**src/rtl/seg_ld_pkg.sv**
```systemverilog
package seg_ld_pkg;
  localparam int unsigned NUM_SEG_DEF = 160;
  localparam int unsigned BYTE_W      = 8;
  localparam int unsigned NIB_W       = 4;

  typedef enum logic [1:0] {
    ST_WAIT = 2'd0,
    ST_LOAD = 2'd1,
    ST_DONE = 2'd2
  } ld_state_e;
endpackage

```
**src/rtl/seg_pack.sv**
```systemverilog
module seg_pack
  import seg_ld_pkg::*;
(
  input  logic              clk_i,
  input  logic              rst_ni,
  input  logic              clr_i,
  input  logic              take_i,
  input  logic              bus8_i,
  input  logic [BYTE_W-1:0] data_i,
  output logic              byte_vld_o,
  output logic [BYTE_W-1:0] byte_o
);
  logic             half_q;
  logic [NIB_W-1:0] hi_q;

  always_ff @(posedge clk_i or negedge rst_ni) begin
    if (!rst_ni) begin
      half_q <= 1'b0;
      hi_q   <= '0;
    end else if (clr_i) begin
      half_q <= 1'b0;
    end else if (take_i && !bus8_i) begin
      if (!half_q) begin
        hi_q   <= data_i[NIB_W-1:0];
        half_q <= 1'b1;
      end else begin
        half_q <= 1'b0;
      end
    end
  end

  assign byte_vld_o = take_i & (bus8_i | half_q);
  assign byte_o     = bus8_i ? data_i : {hi_q, data_i[NIB_W-1:0]};
endmodule

```
**src/rtl/seg_chain_ctl.sv**
```systemverilog
module seg_chain_ctl
  import seg_ld_pkg::*;
#(
  parameter int unsigned NBYTES = NUM_SEG_DEF / BYTE_W,
  localparam int unsigned CNT_W = (NBYTES > 1) ? $clog2(NBYTES) : 1
) (
  input  logic             clk_i,
  input  logic             rst_ni,
  input  logic             lp_i,
  input  logic             fall_i,
  input  logic             sel_n_i,
  input  logic             byte_vld_i,
  output logic             take_o,
  output logic [CNT_W-1:0] idx_o,
  output logic             eo_n_o
);
  localparam logic [CNT_W-1:0] LAST = CNT_W'(NBYTES - 1);

  ld_state_e        state_q;
  logic [CNT_W-1:0] idx_q;
  logic             eo_low_q;

  assign take_o = fall_i & ~lp_i &
                  ((state_q == ST_LOAD) | ((state_q == ST_WAIT) & ~sel_n_i));

  always_ff @(posedge clk_i or negedge rst_ni) begin
    if (!rst_ni) begin
      state_q  <= ST_WAIT;
      idx_q    <= '0;
      eo_low_q <= 1'b0;
    end else if (lp_i) begin
      state_q  <= ST_WAIT;
      idx_q    <= '0;
      eo_low_q <= 1'b0;
    end else begin
      // hand-off pulse spans exactly one strobe period
      if (eo_low_q && fall_i) eo_low_q <= 1'b0;
      if (take_o) begin
        state_q <= ST_LOAD;
        if (byte_vld_i) begin
          if (idx_q == LAST) begin
            state_q  <= ST_DONE;
            eo_low_q <= 1'b1;
          end else begin
            idx_q <= idx_q + 1'b1;
          end
        end
      end
    end
  end

  assign idx_o  = idx_q;
  assign eo_n_o = ~eo_low_q;
endmodule

```
**src/rtl/seg_data_latch.sv**
```systemverilog
module seg_data_latch
  import seg_ld_pkg::*;
#(
  parameter int unsigned NBYTES = NUM_SEG_DEF / BYTE_W,
  localparam int unsigned CNT_W = (NBYTES > 1) ? $clog2(NBYTES) : 1,
  localparam int unsigned LINE_W = NBYTES * BYTE_W
) (
  input  logic              clk_i,
  input  logic              rst_ni,
  input  logic              wr_i,
  input  logic              dir_i,
  input  logic [CNT_W-1:0]  idx_i,
  input  logic [BYTE_W-1:0] byte_i,
  output logic [LINE_W-1:0] line_o
);
  localparam logic [CNT_W-1:0] LAST = CNT_W'(NBYTES - 1);

  logic [CNT_W-1:0]  slot;
  logic [BYTE_W-1:0] byte_rev;
  logic [BYTE_W-1:0] byte_wr;

  always_comb begin
    for (int i = 0; i < BYTE_W; i++) byte_rev[i] = byte_i[BYTE_W-1-i];
  end

  // forward fill starts at the top slot, reverse fill at slot 0 with bits mirrored
  assign slot    = dir_i ? idx_i : (LAST - idx_i);
  assign byte_wr = dir_i ? byte_rev : byte_i;

  for (genvar g = 0; g < NBYTES; g++) begin : g_slot
    always_ff @(posedge clk_i or negedge rst_ni) begin
      if (!rst_ni) begin
        line_o[g*BYTE_W +: BYTE_W] <= '0;
      end else if (wr_i && (slot == CNT_W'(g))) begin
        line_o[g*BYTE_W +: BYTE_W] <= byte_wr;
      end
    end
  end
endmodule

```
**src/rtl/seg_loader.sv**
```systemverilog
module seg_loader
  import seg_ld_pkg::*;
#(
  parameter int unsigned NUM_SEG = NUM_SEG_DEF,
  localparam int unsigned NBYTES = NUM_SEG / BYTE_W,
  localparam int unsigned CNT_W  = (NBYTES > 1) ? $clog2(NBYTES) : 1
) (
  input  logic               clk_i,
  input  logic               rst_ni,
  input  logic               xck_i,
  input  logic               lp_i,
  input  logic               bus8_i,
  input  logic               dir_i,
  input  logic [BYTE_W-1:0]  data_i,
  input  logic               eio1_i,
  output logic               eio1_o,
  output logic               eio1_oe_o,
  input  logic               eio2_i,
  output logic               eio2_o,
  output logic               eio2_oe_o,
  output logic [NUM_SEG-1:0] line_o
);
  logic              xck_q;
  logic              fall;
  logic              sel_n;
  logic              take;
  logic              byte_vld;
  logic [BYTE_W-1:0] byte_d;
  logic [CNT_W-1:0]  idx;
  logic              eo_n;

  always_ff @(posedge clk_i or negedge rst_ni) begin
    if (!rst_ni) xck_q <= 1'b0;
    else         xck_q <= xck_i;
  end

  assign fall  = xck_q & ~xck_i;
  assign sel_n = dir_i ? eio1_i : eio2_i;

  seg_chain_ctl #(.NBYTES(NBYTES)) u_ctl (
    .clk_i      (clk_i),
    .rst_ni     (rst_ni),
    .lp_i       (lp_i),
    .fall_i     (fall),
    .sel_n_i    (sel_n),
    .byte_vld_i (byte_vld),
    .take_o     (take),
    .idx_o      (idx),
    .eo_n_o     (eo_n)
  );

  seg_pack u_pack (
    .clk_i      (clk_i),
    .rst_ni     (rst_ni),
    .clr_i      (lp_i),
    .take_i     (take),
    .bus8_i     (bus8_i),
    .data_i     (data_i),
    .byte_vld_o (byte_vld),
    .byte_o     (byte_d)
  );

  seg_data_latch #(.NBYTES(NBYTES)) u_latch (
    .clk_i  (clk_i),
    .rst_ni (rst_ni),
    .wr_i   (byte_vld),
    .dir_i  (dir_i),
    .idx_i  (idx),
    .byte_i (byte_d),
    .line_o (line_o)
  );

  assign eio1_oe_o = ~dir_i;
  assign eio2_oe_o = dir_i;
  assign eio1_o    = dir_i ? 1'b1 : eo_n;
  assign eio2_o    = dir_i ? eo_n : 1'b1;
endmodule

```
**config.mk**
```make
export PLATFORM = sky130hd
export DESIGN_NAME = seg_loader
export DESIGN_NICKNAME = d
export VERILOG_FILES = /design/src/rtl/seg_ld_pkg.sv /design/src/rtl/seg_pack.sv /design/src/rtl/seg_chain_ctl.sv /design/src/rtl/seg_data_latch.sv /design/src/rtl/seg_loader.sv
export SDC_FILE = /design/constraint.sdc
export NUM_CORES = 1
export LEC_CHECK = 0
export BUFFER_PORTS_ARGS = -buffer_cell sky130_fd_sc_hd__buf_2
export CORE_MARGIN = 3
export CORE_UTILIZATION = 45
export CTS_CLUSTER_SIZE = 40
export DETAILED_ROUTE_END_ITERATION = 8
export GPL_TIMING_DRIVEN = 0
export PLACE_DENSITY = 0.81
export SLEW_MARGIN = 10
export SYNTH_ARGS = -nofsm -noshare
export SYNTH_HDL_FRONTEND = slang
export SYNTH_SLANG_ARGS = --single-unit
export TNS_END_PERCENT = 20
```
**constraint.sdc**
```tcl
create_clock -name clk_i -period 3.4 [get_ports clk_i]
set_clock_uncertainty 0.15 [all_clocks]
set_input_delay 0.17 -clock clk_i [delete_from_list [all_inputs] [get_ports clk_i]]
set_output_delay 0.17 -clock clk_i [all_outputs]
set_load 0.01 [all_outputs]
```
**Yosys cells after proc, flatten, opt, wreduce, memory -nomap -nowiden**

Cells that the tools add are included.

- Logic and storage cells: 115
- Output and inout port bits: 164
- Flip-flop bits (word level): 174
- Input bits: 16

- Add/subtract/negate cells: 2
- Reductions and logical operators: 30
- Mux-type cells: 22
- Bitwise gates (word level): 13
- Equal/unequal tests: 22

Operator list:

| operator | number |
|---|---|
| $eq A5 B4 Y1 const B | 8 |
| $eq A5 B5 Y1 const B | 5 |
| $mux W5 | 5 |
| $logic_and A1 B1 Y1 | 22 |
| $eq A5 B3 Y1 const B | 4 |
| $mux W8 | 2 |
| $mux W1 | 11 |
| $eq A5 B2 Y1 const B | 2 |
| $mux W2 | 4 |
| $not A1 Y1 | 6 |
| $reduce_and A3 Y1 | 2 |
| $reduce_bool A2 Y1 | 3 |
| $add A5 B1 Y5 const B | 1 |
| $and A1 B1 Y1 | 5 |
| $eq A5 B1 Y1 const B | 1 |
| $logic_not A5 Y1 | 1 |
| $sub A5 B5 Y5 const A | 1 |
| $eq A2 B1 Y1 const B | 1 |
| $logic_not A2 Y1 | 1 |
| $ne A2 B2 Y1 const B | 1 |
| $or A1 B1 Y1 | 2 |
| $logic_not A1 Y1 | 1 |

**Longest topological paths before layout**

Gate-level depths: netlist of run 1.

- Depth after elaboration: 9
- Gate-level depth with buffers: 7

**By module**

From an unflattened synthesis of run 1, not the netlist that was laid out.

- Cell total of the unflattened synthesis: 483
- Area, all modules: 7,443.4 sq um

Modules (own cells, without submodules):

| module | area an instance (sq um) | cells each | times used |
|---|---|---|---|
| seg_data_latch | 6,601.3 | 406 | 1 |
| seg_chain_ctl | 462.9 | 47 | 1 |
| seg_pack | 309.0 | 23 | 1 |
| seg_loader | 70.1 | 7 | 1 |

**Worst setup path after synthesis of run 1**

No wires, ideal clock.

- Path kind: flip-flop to flip-flop
- From: register u_ctl.idx_q[2], in the netlist u_ctl.idx_o[2]
- To: register u_latch.line_o[72]
- Cell stages (with the launch flop): 7
- Slack: 1.137 ns
- Data arrival time: 1.989 ns
- Required time: 3.125 ns
- Setup time: 0.125 ns
- Path buffers: 0
- Cell sequence: dfrtp_1 inv_1 ha_1 xnor2_1 a32oi_1 nor3b_2 mux2_2

- Longest elaborated chain between the ends: 4

Ends and longest elaborated chain:

| what | RTL line | text |
|---|---|---|
| from (decl) | seg_chain_ctl.sv:20 | `logic [CNT_W-1:0] idx_q;` |
| from (signal assigned) | seg_chain_ctl.sv:45 | `idx_q <= idx_q + 1'b1;` |
| $sub A5 B5 Y5 | seg_data_latch.sv:27 | `assign slot = dir_i ? idx_i : (LAST - idx_i);` |
| $mux W5 * | seg_data_latch.sv:27 |  |
| $eq A5 B4 Y1 * | seg_data_latch.sv:34 | `end else if (wr_i && (slot == CNT_W'(g))) begin` |
| $logic_and A1 B1 Y1 * | seg_data_latch.sv:34 |  |
| to (signal, indexed assignment) | seg_data_latch.sv:35 | `line_o[g*BYTE_W +: BYTE_W] <= byte_wr;` |
| to (decl) | seg_data_latch.sv:14 | `output logic [LINE_W-1:0] line_o` |

Mark *: on every way between the ends. The rest lies on a longest branch, timed or not.
A chain may end at the register's enable or synchronous reset.

**Worst setup path after layout of run 1**

- From: register u_ctl.idx_q[2], in the netlist u_ctl.idx_o[2]
- To: register u_latch.line_o[81]

Same word-level chain as after synthesis.

==> impl_metrics.tcl, run 1 <==
set metrics [dict create \
    run_status "finished clean" \
    synthDominantAreaCellType "sky130_fd_sc_hd__dfrtp_1" \
    rr_worst_depth 6 \
    io_pins 180 \
    setup.worst_path.start_class "register" \
    worst_r2r_startpoint "u_ctl.idx_o[2]" \
    via_count 4941 \
    tritoncts "yes" \
    final_antenna_net_count 0 \
    max-cap-violations 0 \
    floorplan.die.width_um 134 \
    drt_drc_violations_left 0 \
    wirelength_um 18800 \
    post_route_cells_drive_above_1_share 0.575 \
    startpoint "u_ctl.idx_o[2]" \
    worstReg2RegEnd "u_latch.line_o[81]" \
    avgSynthCellArea_sq_um 14.5 \
    number_of_synthesized_flops_with_an_enable_pin 0 \
    layout_commonest_cell "sky130_fd_sc_hd__buf_2" \
    routabilityCongestion 0.884 \
    slew_violations 0 \
    cts_htree_levels 4 \
    globalRouteOverflowTotal 0 \
    worstSetupEndpoint "u_latch.line_o[81]" \
    ir_worst_vdd_mv 0.273 \
    final_cell_mix "188 x sky130_fd_sc_hd__buf_2, 174 x sky130_fd_sc_hd__dfrtp_1, 167 x sky130_fd_sc_hd__mux2_2" \
    detailedRoute.firstIterationViolations 193 \
    critical_path_class "register to register" \
    fin_nets 732 \
    synth_seq_cells 174 \
    wl_per_cell_um 20.0 \
    insertedDiodeCount 0 \
    grtUsageTotal 0.213 \
    min_path_type "primary input to register" \
    p_per_area_nw_per_um2 495 \
    report.power.total_uw 4570 \
    worst-slew-pin-transition_ps 790 \
    clock_tree.buffer_depth 2 \
    grt_start_max_net_pins 100 \
    dpl_cell_area_sq_um 8570 \
    post_synth_design_cell_area_sq_um 7370 \
    grt_setup_unrepaired "no" \
    ys_async_sr_fraction 1.00 \
    synth_top_cells_by_area "sky130_fd_sc_hd__dfrtp_1 59%, sky130_fd_sc_hd__mux2_2 26%, sky130_fd_sc_hd__a211oi_4 1.1%" \
    min_delay_path_depth 3 \
    die_h_um 134 \
    dieArea_sq_um 18000 \
    cts_setup_buffers 0 \
    hpwlAfterDp_um 13500 \
    r2r_setup_slack_ps 650 \
    required_ps 3550 \
    antenna_violations_before_repair 0 \
    clk_root_buffer_cell "sky130_fd_sc_hd__clkbuf_16" \
    cts_inserted_buffers 17 \
    fin_crit_ps 2750 \
    synth_cell_types 53 \
    static_leakage_power_uw 0.00503 \
    drt_first_pass_iters 4 \
    floorplan.initialDensity 0.462 \
    yosys_warn_count 0 \
    cells_after_synthesis 507 \
    synth-main-ff-cell "sky130_fd_sc_hd__dfrtp_1" \
    timing.final.crit_share 0.809 \
    worstSkewPairLatency_ps 420 \
    tritoncts_num_sinks 174 \
    synthDominantCellAreaShare 0.591 \
    port_buffers 178 \
    syn2layout_area_growth_pct 25.1 \
    max_slew_margin 0.471 \
    critical_path_arrival_ps 2900 \
    synth_seq_area_share 0.591 \
    timing.final.ws_setup_ps 648 \
    final_cell_area_sq_um 9220 \
    timing.critical_path.fanout_max 8 \
    endpoint_kind "register" \
    achievable-frequency_mhz 363 \
    synth_nets 528 \
    placeableCoreArea_sq_um 15900 \
    clk_pin_slew_worst_paths_ps 60 \
    final-hold-violation-count 0 \
    first_global_vias 5354 \
    row_count 46 \
    grt_pass1_wl_um 29600 \
    finalSetupViolations 0 \
    vias_per_cell 5.26 \
    pre_cts_slack_ps 612 \
]
-- area by class of cell --
type                            count  area (sq um)
Tap cell                          216           270
Buffer                             34           160
Sequential cell                   174          4350
Multi-Input combinational cell    294          2840
Inverter                            5          18.8
Fill cell                        1340          6720
Timing Repair Buffer              185           988
Clock inverter                     13           138
Clock buffer                       19           453
-- Yosys cell counts (2+ instances only) --
cell type and n:
sky130_fd_sc_hd__and2_1 2, sky130_fd_sc_hd__mux2_1 3, sky130_fd_sc_hd__nand3_1 6, sky130_fd_sc_hd__mux2i_1 3, sky130_fd_sc_hd__o211ai_2 5, sky130_fd_sc_hd__nand2b_1 4
sky130_fd_sc_hd__nor3b_2 4, sky130_fd_sc_hd__and3_1 7, sky130_fd_sc_hd__a211oi_4 4, sky130_fd_sc_hd__a32oi_1 2, sky130_fd_sc_hd__nand2_1 6, sky130_fd_sc_hd__a21oi_1 6
sky130_fd_sc_hd__xor2_1 2, sky130_fd_sc_hd__dfrtp_1 174, sky130_fd_sc_hd__buf_2 11, sky130_fd_sc_hd__mux2_2 167, sky130_fd_sc_hd__nor2b_1 7, sky130_fd_sc_hd__or3_1 7
sky130_fd_sc_hd__a211oi_1 2, sky130_fd_sc_hd__ha_1 5, sky130_fd_sc_hd__buf_4 3, sky130_fd_sc_hd__clkbuf_1 18, sky130_fd_sc_hd__nor3_1 5, sky130_fd_sc_hd__nor2_1 19
sky130_fd_sc_hd__or2_2 2, sky130_fd_sc_hd__inv_1 5, sky130_fd_sc_hd__a31oi_1 2
-- routing by layer --
metal  part of all wire  track usage  up-vias
li1                   -            -     2223
met1               0.40        0.262     2551
met2               0.52        0.366      134
met3              0.048       0.0518       33
met4              0.027       0.0817        0
met5                  0            0        -
-- timing repair --
item / CTS / global route
resized for setup: 0 / 0
endpoints found under the hold margin: 80 / 0
hold buffers: 6 / 0
-- logic make-up (layout without fill, tap and decap cells) --
group                      count (synthesis)  in the layout  synth area share
buffers and inverters                     39            256            0.0243
adders and majority gates                  5              5           0.00849
xor gates and xnor gates                   3              3           0.00357
DFF                                      174            174             0.591
muxes                                    173            173             0.264
and+or+nand+nor                           79             79            0.0643
AOI/OAI and AO/OA                         34             34            0.0448
-- critical path: stages (launching register included) --
cell                      delay, ps
sky130_fd_sc_hd__dfrtp_1        400
sky130_fd_sc_hd__inv_1          120
sky130_fd_sc_hd__ha_1           290
sky130_fd_sc_hd__xnor2_1        290
sky130_fd_sc_hd__a32oi_1        240
sky130_fd_sc_hd__nor3b_2        720
sky130_fd_sc_hd__mux2_2         420
-- report_power, final --
part	total [uW]	switching, uW	leakage [uW]	internal, uW
registers	2200	46.2	0.00240	2150
logic	441	276	0.00235	165
clock network	1920	801	0.000286	1120
-- sequential cells by signal, summed over array words and instances (netlist names) --
name,count
u_ctl.eo_low_q,1
xck_q,1
u_latch.line_o,160
u_ctl.idx_o,5
u_pack.hi_q,4
u_pack.half_q,1
u_ctl.state_q,2
-- worst min path at each step --
stage	from	end	slack [ps]
after detailed placement	rst_ni	u_latch.line_o[48]	20
after floorplan	rst_ni	u_ctl.eo_low_q	-280
after global routing	lp_i	u_ctl.state_q[0]	130
after global placement	xck_i	xck_q	190
after CTS	lp_i	u_ctl.state_q[0]	90
final	lp_i	u_ctl.state_q[0]	90
-- per-stage QoR --
step	cells	hold WS (ps)	util	setup TNS, ps
global route	940	130	0.578	0
floorplan	507	-276	-	0
global placement	901	187	0.535	-65930
detailed placement	902	23.3	0.538	0
finish	940	94.4	0.578	0
CTS	940	87.6	0.578	0
Note: power is estimated with default switching activity, not from simulation.
==> run 2: changes to the inputs <==
--- a/config.mk
+++ b/config.mk
@@ -11,7 +11,7 @@
 export CTS_CLUSTER_SIZE = 40
 export DETAILED_ROUTE_END_ITERATION = 8
 export GPL_TIMING_DRIVEN = 0
-export PLACE_DENSITY = 0.81
+export PLACE_DENSITY = 0.84
 export SLEW_MARGIN = 10
 export SYNTH_ARGS = -nofsm -noshare
 export SYNTH_HDL_FRONTEND = slang
==> constraint.sdc (replaced) <==
create_clock -name clk_i -period 2.2 [get_ports clk_i]
set_clock_uncertainty 0.15 [all_clocks]
set_input_delay 0.11 -clock clk_i [delete_from_list [all_inputs] [get_ports clk_i]]
set_output_delay 0.11 -clock clk_i [all_outputs]
set_load 0.01 [all_outputs]
==> run 2 against run 1 <==
Compared with the run above:
- the run now ends with negative setup slack left
- register-to-register slack lost 710 ps
- design area rose by 6.9%
- combinational power is 63% higher
- power grew 60%
- count of clock-buffer cells in the layout increased by 2
- flip-flop and latch count did not move
- core utilization up 4.0 points
- non-clock buffer count is 17 higher
- sequential power is 55% higher
- worst hold slack worse by 23 ps
- first-iteration DRC count rose by 34%
==> impl_metrics.tcl, run 2 (synthesis gave the netlist of run 1 again) <==
set metrics [dict create \
    run_status "complete, but fails checks" \
    violations_in_the_final_reports "negative setup slack" \
    timing.final.ws_setup_ps -65.6 \
    dieArea_sq_um 18000 \
    clk_root_buffer_cell "sky130_fd_sc_hd__clkbuf_16" \
    worstSkewPairLatency_ps 420 \
    hpwlAfterDp_um 12800 \
    cts_htree_levels 4 \
    timing.final.crit_share 1.03 \
    final_cell_mix "180 x sky130_fd_sc_hd__buf_2, 173 x sky130_fd_sc_hd__dfrtp_1, 138 x sky130_fd_sc_hd__mux2_2" \
    seqPwrFrac 0.466 \
    antenna_violations_before_repair 0 \
    routabilityCongestion 0.880 \
    first_global_vias 5238 \
    gr-max-usage-layer "met2" \
    sequential_cell_area_sq_um 4360 \
    via_count 5108 \
    clock_tree.buffer_depth 2 \
    endpoint_kind "register" \
    top_register "u_latch.line_o" \
    finalSetupViolations 64 \
    p_clk_frac 0.435 \
    power_frac_comb 0.099 \
    p_sw_frac 0.246 \
    min_path_type "primary input to register" \
    slew_violations 0 \
    grt_util_met2 0.351 \
    static_leakage_power_uw 0.00523 \
    insertedDiodeCount 0 \
    grt_start_max_net_pins 94 \
    vias_per_cell 5.34 \
    die_h_um 134 \
    layout.cells.non_filler 957 \
    grt_setup_unrepaired "yes" \
    port_buffers 178 \
    timing.critical_path.fanout_max 10 \
    power_report.internal_total_uw 5490 \
    syn2layout_area_growth_pct 33.7 \
    fin_nets 749 \
    tritoncts "yes" \
    total_switching_power_uw 1790 \
    fillCellCount 1236 \
    critical_path_class "register to register" \
    worst-slew-pin-transition_ps 818 \
    gr-usage-met3 0.0521 \
    cts_inserted_buffers 17 \
    required_ps 2360 \
    grtUsageTotal 0.216 \
    drt_drc_violations_left 0 \
    floorplan.initialDensity 0.462 \
    critical_path_arrival_ps 2420 \
    achievable-frequency_mhz 441 \
    max-cap-violations 0 \
    layout_commonest_cell "sky130_fd_sc_hd__buf_2" \
    timing.setup.tns_ps -1520 \
    setup.worst_path.start_class "register" \
    wl_per_cell_um 20.4 \
    tritoncts_num_sinks 174 \
    floorplan.die.width_um 134 \
    post_route_cells_drive_above_1_share 0.610 \
    clk_pin_slew_worst_paths_ps 70 \
    drt_first_pass_iters 6 \
    max_slew_margin 0.454 \
    placeableCoreArea_sq_um 15900 \
    grt_pass1_wl_um 29700 \
    wirelength_um 19600 \
    ir_worst_vdd_mv 0.511 \
    final-hold-violation-count 0 \
    p_per_area_nw_per_um2 739 \
    multi_input_area_sq_um 3180 \
    final_antenna_net_count 0 \
    largest_reg_flops 160 \
    use_met1 0.284 \
    io_pins 180 \
    report.power.total_uw 7280 \
    dp_cells 902 \
    fin_crit_ps 2270 \
    globalRouteOverflowTotal 0 \
    detailedRoute.firstIterationViolations 259 \
    row_count 46 \
]
## run 2: changes by cell type in the layout (fill, tap and decap cells not counted), sizes merged
| cell | change |
|---|---|
| clkinv | -3 |
| bufinv | +1 |
| clkinvlp | -1 |
| clkbuf | +3 |
| dlygate4sd3 | +1 |
| buf | +15 |
| inv | +1 |
## run 2: final cells by class
| cell class | instances | share of cell area |
|---|---|---|
| well taps | 216 | 0.0274 |
| multi-input cells | 294 | 0.322 |
| flip-flops and latches | 174 | 0.442 |
| inverters | 5 | 0.00190 |
| clock inverters | 11 | 0.0156 |
| plain buffers | 33 | 0.0198 |
| repair buffers | 203 | 0.123 |
| clock buffers | 21 | 0.0477 |
## run 2: per-stage QoR
stage | hold WS, ps | utilization | worst slack [ps] | instance area, sq um
final | 71.8 | 0.618 | -65.6 | 9860
after global routing | 76.9 | 0.618 | -116 | 9860
after CTS | 38.0 | 0.600 | -76.6 | 9560
after detailed placement | 37.5 | 0.538 | -423 | 8580
after global placement | 127 | 0.536 | -1840 | 8540
after floorplan | -336 | - | 8.30 | 7380
## run 2: power by group through the flow
stage | Sequential (uW) | Clock (uW) | Combinational [uW]
floorplan | 3500 | 0 | 285
global placement | 3450 | 0 | 655
detailed placement | 3450 | 0 | 680
CTS | 3390 | 3220 | 708
global route | 3410 | 3370 | 777
finish | 3400 | 3170 | 720
## run 2: worst paths after layout
| path | cells after the start | start | slack [ps] | endpoint |
|---|---|---|---|---|
| max in group asynchronous | 3 | rst_ni | 880 | u_latch.line_o[127] |
| min in group asynchronous | 2 | rst_ni | 160 | u_latch.line_o[58] |
| min | 3 | lp_i | 70 | u_ctl.state_q[1] |
| min reg2reg | 1 | u_latch.line_o[111] | 350 | u_latch.line_o[111] |
| max reg2reg | 6 | u_ctl.idx_o[4] | -70 | u_latch.line_o[117] |
| max | 6 | u_ctl.idx_o[4] | -70 | u_latch.line_o[117] |
## run 2: repair_timing
action,4_1_cts,5_1_grt
endpoints found under the hold margin,98,0
setup buffers,6,13
pin swaps,9,9
hold buffers,7,0
gates resized for setup,32,47
setup endpoints to repair,160,151
## run 2: layer usage
metal,wire [um],vias to the layer above,share of wire
met1,8170,2654,0.42
met4,427,0,0.022
met2,9840,166,0.50
met5,0,-,0
li1,-,2259,-
met3,1130,29,0.058
## run 2: worst max-delay path, stage by stage (launching register included)
cell and delay (ps):
sky130_fd_sc_hd__dfrtp_1 450, sky130_fd_sc_hd__clkbuf_4 240, sky130_fd_sc_hd__nor2b_2 290, sky130_fd_sc_hd__a32oi_4 130
sky130_fd_sc_hd__or3_1 390, sky130_fd_sc_hd__buf_2 210, sky130_fd_sc_hd__mux2_2 290
==> run 3: changes to the inputs <==
--- a/config.mk
+++ b/config.mk
@@ -5,13 +5,15 @@
 export SDC_FILE = /design/constraint.sdc
 export NUM_CORES = 1
 export LEC_CHECK = 0
+export ABC_AREA = 1
 export BUFFER_PORTS_ARGS = -buffer_cell sky130_fd_sc_hd__buf_2
 export CORE_MARGIN = 3
-export CORE_UTILIZATION = 45
+export CORE_UTILIZATION = 49
+export CTS_CLUSTER_DIAMETER = 200
 export CTS_CLUSTER_SIZE = 40
 export DETAILED_ROUTE_END_ITERATION = 8
 export GPL_TIMING_DRIVEN = 0
-export PLACE_DENSITY = 0.84
+export PLACE_DENSITY = 0.89
 export SLEW_MARGIN = 10
 export SYNTH_ARGS = -nofsm -noshare
 export SYNTH_HDL_FRONTEND = slang
==> run 3 against run 2 <==
Compared with the run above:
- the flow finishes with violations (negative hold slack)
- routed wire length rose by 20%
- synthesized cell count rose by 82%
- sequential power hardly changed
- critical path depth grew 4
- combinational power up 6.0%
- power down 1.9%
==> impl_metrics.tcl, run 3 <==
set metrics [dict create \
    required_ps 2420 \
    ys_async_sr_fraction 1.00 \
    final-hold-violation-count 3 \
    post_route_cells_drive_above_1_share 0.258 \
    worstReg2RegEnd "u_latch.line_o[48]" \
    synth_top_cells_by_area "sky130_fd_sc_hd__dfrtp_1 56%, sky130_fd_sc_hd__nand2_1 18%, sky130_fd_sc_hd__nand3_1 11%" \
    number_of_synthesized_flops_with_an_enable_pin 0 \
    cts_htree_levels 4 \
    post_synth_design_cell_area_sq_um 7710 \
    endpoint_kind "register" \
    wirelength_um 23400 \
    worst-path-buf-inv 4 \
    finalSetupViolations 0 \
    drt_drc_violations_left 0 \
    timing.critical_path.fanout_max 9 \
    r2r_setup_slack_ps 90 \
    synth_seq_cells 174 \
    grt_pass1_wl_um 36700 \
    cts_inserted_buffers 17 \
    max-cap-violations 0 \
    worst_r2r_startpoint "u_ctl.idx_o[2]" \
    row_count 45 \
    max_slew_margin 0.392 \
    worstSkewPairLatency_ps 440 \
    routabilityCongestion 0.878 \
    port_buffers 177 \
    synthDominantAreaCellType "sky130_fd_sc_hd__dfrtp_1" \
    timing.final.crit_share 0.971 \
    p_per_area_nw_per_um2 721 \
    startpoint "lp_i" \
    via_count 7410 \
    critical_path_class "primary input to register" \
    max_stage_delay_ps 620 \
    synth-main-ff-cell "sky130_fd_sc_hd__dfrtp_1" \
    insertedDiodeCount 0 \
    achievable-frequency_mhz 468 \
    ir_worst_vdd_mv 0.583 \
    largest_reg_flops 160 \
    vias_per_cell 5.42 \
    worst-slew-pin-transition_ps 913 \
    hpwlAfterDp_um 15600 \
    critical_path_arrival_ps 2360 \
    drt_first_pass_iters 5 \
    grt_setup_unrepaired "yes" \
    path_delay_family "buffers and inverters" \
    clock_tree.buffer_depth 2 \
    cp_num_cells 10 \
    fin_nets 1164 \
    min_path_type "primary input to register" \
    setup.worst_path.start_class "primary input" \
    wl_per_cell_um 17.1 \
    postLayoutCoreUtil 0.648 \
    rr_worst_depth 10 \
    die_h_um 131 \
    synthMostInstantiatedCell "sky130_fd_sc_hd__nand2_1" \
    top_register "u_latch.line_o" \
    avgSynthCellArea_sq_um 8.37 \
    layout_commonest_cell "sky130_fd_sc_hd__nand2_1" \
    final_antenna_net_count 0 \
    synthDominantCellAreaShare 0.565 \
    first_global_vias 6907 \
    fin_crit_ps 2140 \
    yosys-top-cells-count "369 x sky130_fd_sc_hd__nand2_1, 174 x sky130_fd_sc_hd__dfrtp_1, 165 x sky130_fd_sc_hd__nand3_1" \
    detailedRoute.firstIterationViolations 819 \
    clk_root_buffer_cell "sky130_fd_sc_hd__clkbuf_16" \
    globalRouteOverflowTotal 0 \
    synth_nets 942 \
    violations_in_the_final_reports "negative hold slack" \
    final_cell_area_sq_um 9920 \
    grt_start_max_net_pins 101 \
    critical_path_cell_by_cell "buf_2 -> dlygate4sd3_1 -> inv_2 -> nand2_1 -> nor2_2 -> nand2_1 -> nor2_2 -> nand3_1 -> dlygate4sd3_1 -> nand2_1" \
    syn2layout_area_growth_pct 28.6 \
    pre_cts_slack_ps -219 \
    grtUsageTotal 0.267 \
    tritoncts "yes" \
    cells_after_synthesis 921 \
    dieArea_sq_um 17300 \
    run_status "complete, but fails checks" \
    worst_path_max_delay_cell "sky130_fd_sc_hd__dlygate4sd3_1" \
    dpl_cell_area_sq_um 8900 \
    io_pins 180 \
    antenna_violations_before_repair 0 \
    placeableCoreArea_sq_um 15300 \
    slew_violations 0 \
    timing.final.ws_setup_ps 62.9 \
    synth_cell_types 20 \
    yosys_warn_count 0 \
    timing.critical_path.mode_cell "sky130_fd_sc_hd__nand2_1" \
    holdWs_ps -20.8 \
    static_leakage_power_uw 0.00559 \
    tritoncts_num_sinks 174 \
    floorplan.initialDensity 0.503 \
    final_cell_mix "358 x sky130_fd_sc_hd__nand2_1, 186 x sky130_fd_sc_hd__buf_2, 172 x sky130_fd_sc_hd__dfrtp_1" \
    fillCellCount 1239 \
    floorplan.die.width_um 131 \
    worstSetupEndpoint "u_pack.hi_q[0]" \
    synth_seq_area_share 0.565 \
    clk_pin_slew_worst_paths_ps 60 \
]
## run 3: changes by cell type after synthesis, sizes merged, moves of 29 or more
cell,before,now
nand2,7,373
mux2,170,0
inv,5,56
o21bai,0,32
o21ai,2,31
nand3,7,168
## run 3: worst min path at each step
stage / from / end / cells after the start
after floorplan: rst_ni / u_ctl.eo_low_q / 0
after global placement: xck_i / xck_q / 1
after detailed placement: rst_ni / u_latch.line_o[81] / 1
after CTS: bus8_i / u_pack.hi_q[2] / 4
after global routing: bus8_i / u_pack.hi_q[2] / 4
final: bus8_i / u_pack.hi_q[2] / 4
## run 3: per-layer routing
metal  global-route usage  share of wire  up-vias
met1                0.351           0.40     3567
met5                    0              0        -
li1                     -              -     3402
met3               0.0597          0.087       66
met4                0.108          0.036        0
met2                0.431           0.47      375
## run 3: timing repair
| action | in CTS | in global routing |
|---|---|---|
| endpoints found under the setup margin | 153 | 164 |
| hold endpoints to repair | 88 | 0 |
| hold buffers | 10 | 0 |
| buffers inserted | 0 | 15 |
| pin swaps | 0 | 12 |
| gates resized for setup | 21 | 44 |
| gates cloned | 0 | 0 |
## run 3: final cells by class
class	count	area [sq um]	share of cell area
Clock buffer	20	437	0.0440
Timing Repair Buffer	203	1140	0.115
Buffer	43	228	0.0230
Sequential cell	174	4360	0.439
Multi-Input combinational cell	648	3140	0.317
Inverter	56	218	0.0220
Clock inverter	12	138	0.0139
Tap cell	211	264	0.0266
## run 3: tightest hold or removal path, stage by stage
cell and delay [ps]:
sky130_fd_sc_hd__buf_2 180, sky130_fd_sc_hd__nor2_2 100, sky130_fd_sc_hd__nand3_1 70, sky130_fd_sc_hd__nand2_1 50
## run 3: cells by family (layout without fill, tap and decap cells)
| logic type | Yosys count | after routing | synth area share |
|---|---|---|---|
| AO/OA/AOI/OAI | 65 | 65 | 0.0526 |
| XOR/XNOR | 3 | 3 | 0.00341 |
| adder cells (fa/ha/maj) | 5 | 5 | 0.00812 |
| buffers and inverters | 99 | 334 | 0.0550 |
| flip-flops | 174 | 174 | 0.565 |
| AND/OR/NAND/NOR | 575 | 575 | 0.316 |
## run 3: stage by stage
stage | power, uW | std cells | TNS, ps | hold slack [ps]
final | 7150 | 1367 | 0 | -20.8
after global routing | 7380 | 1367 | -1500 | 12.9
after CTS | 7140 | 1352 | -8290 | 3.79
after detailed placement | 4180 | 1310 | -8150 | -36.0
after global placement | 4150 | 1309 | -304550 | 84.5
after floorplan | 3800 | 921 | 0 | -336
## run 3: report_power, final
part           leakage (uW)  switching, uW  total (uW)  internal (uW)
Sequential          0.00224           80.7        3410           3330
Combinational       0.00309            552         763            211
Clock              0.000263           1290        2970           1680
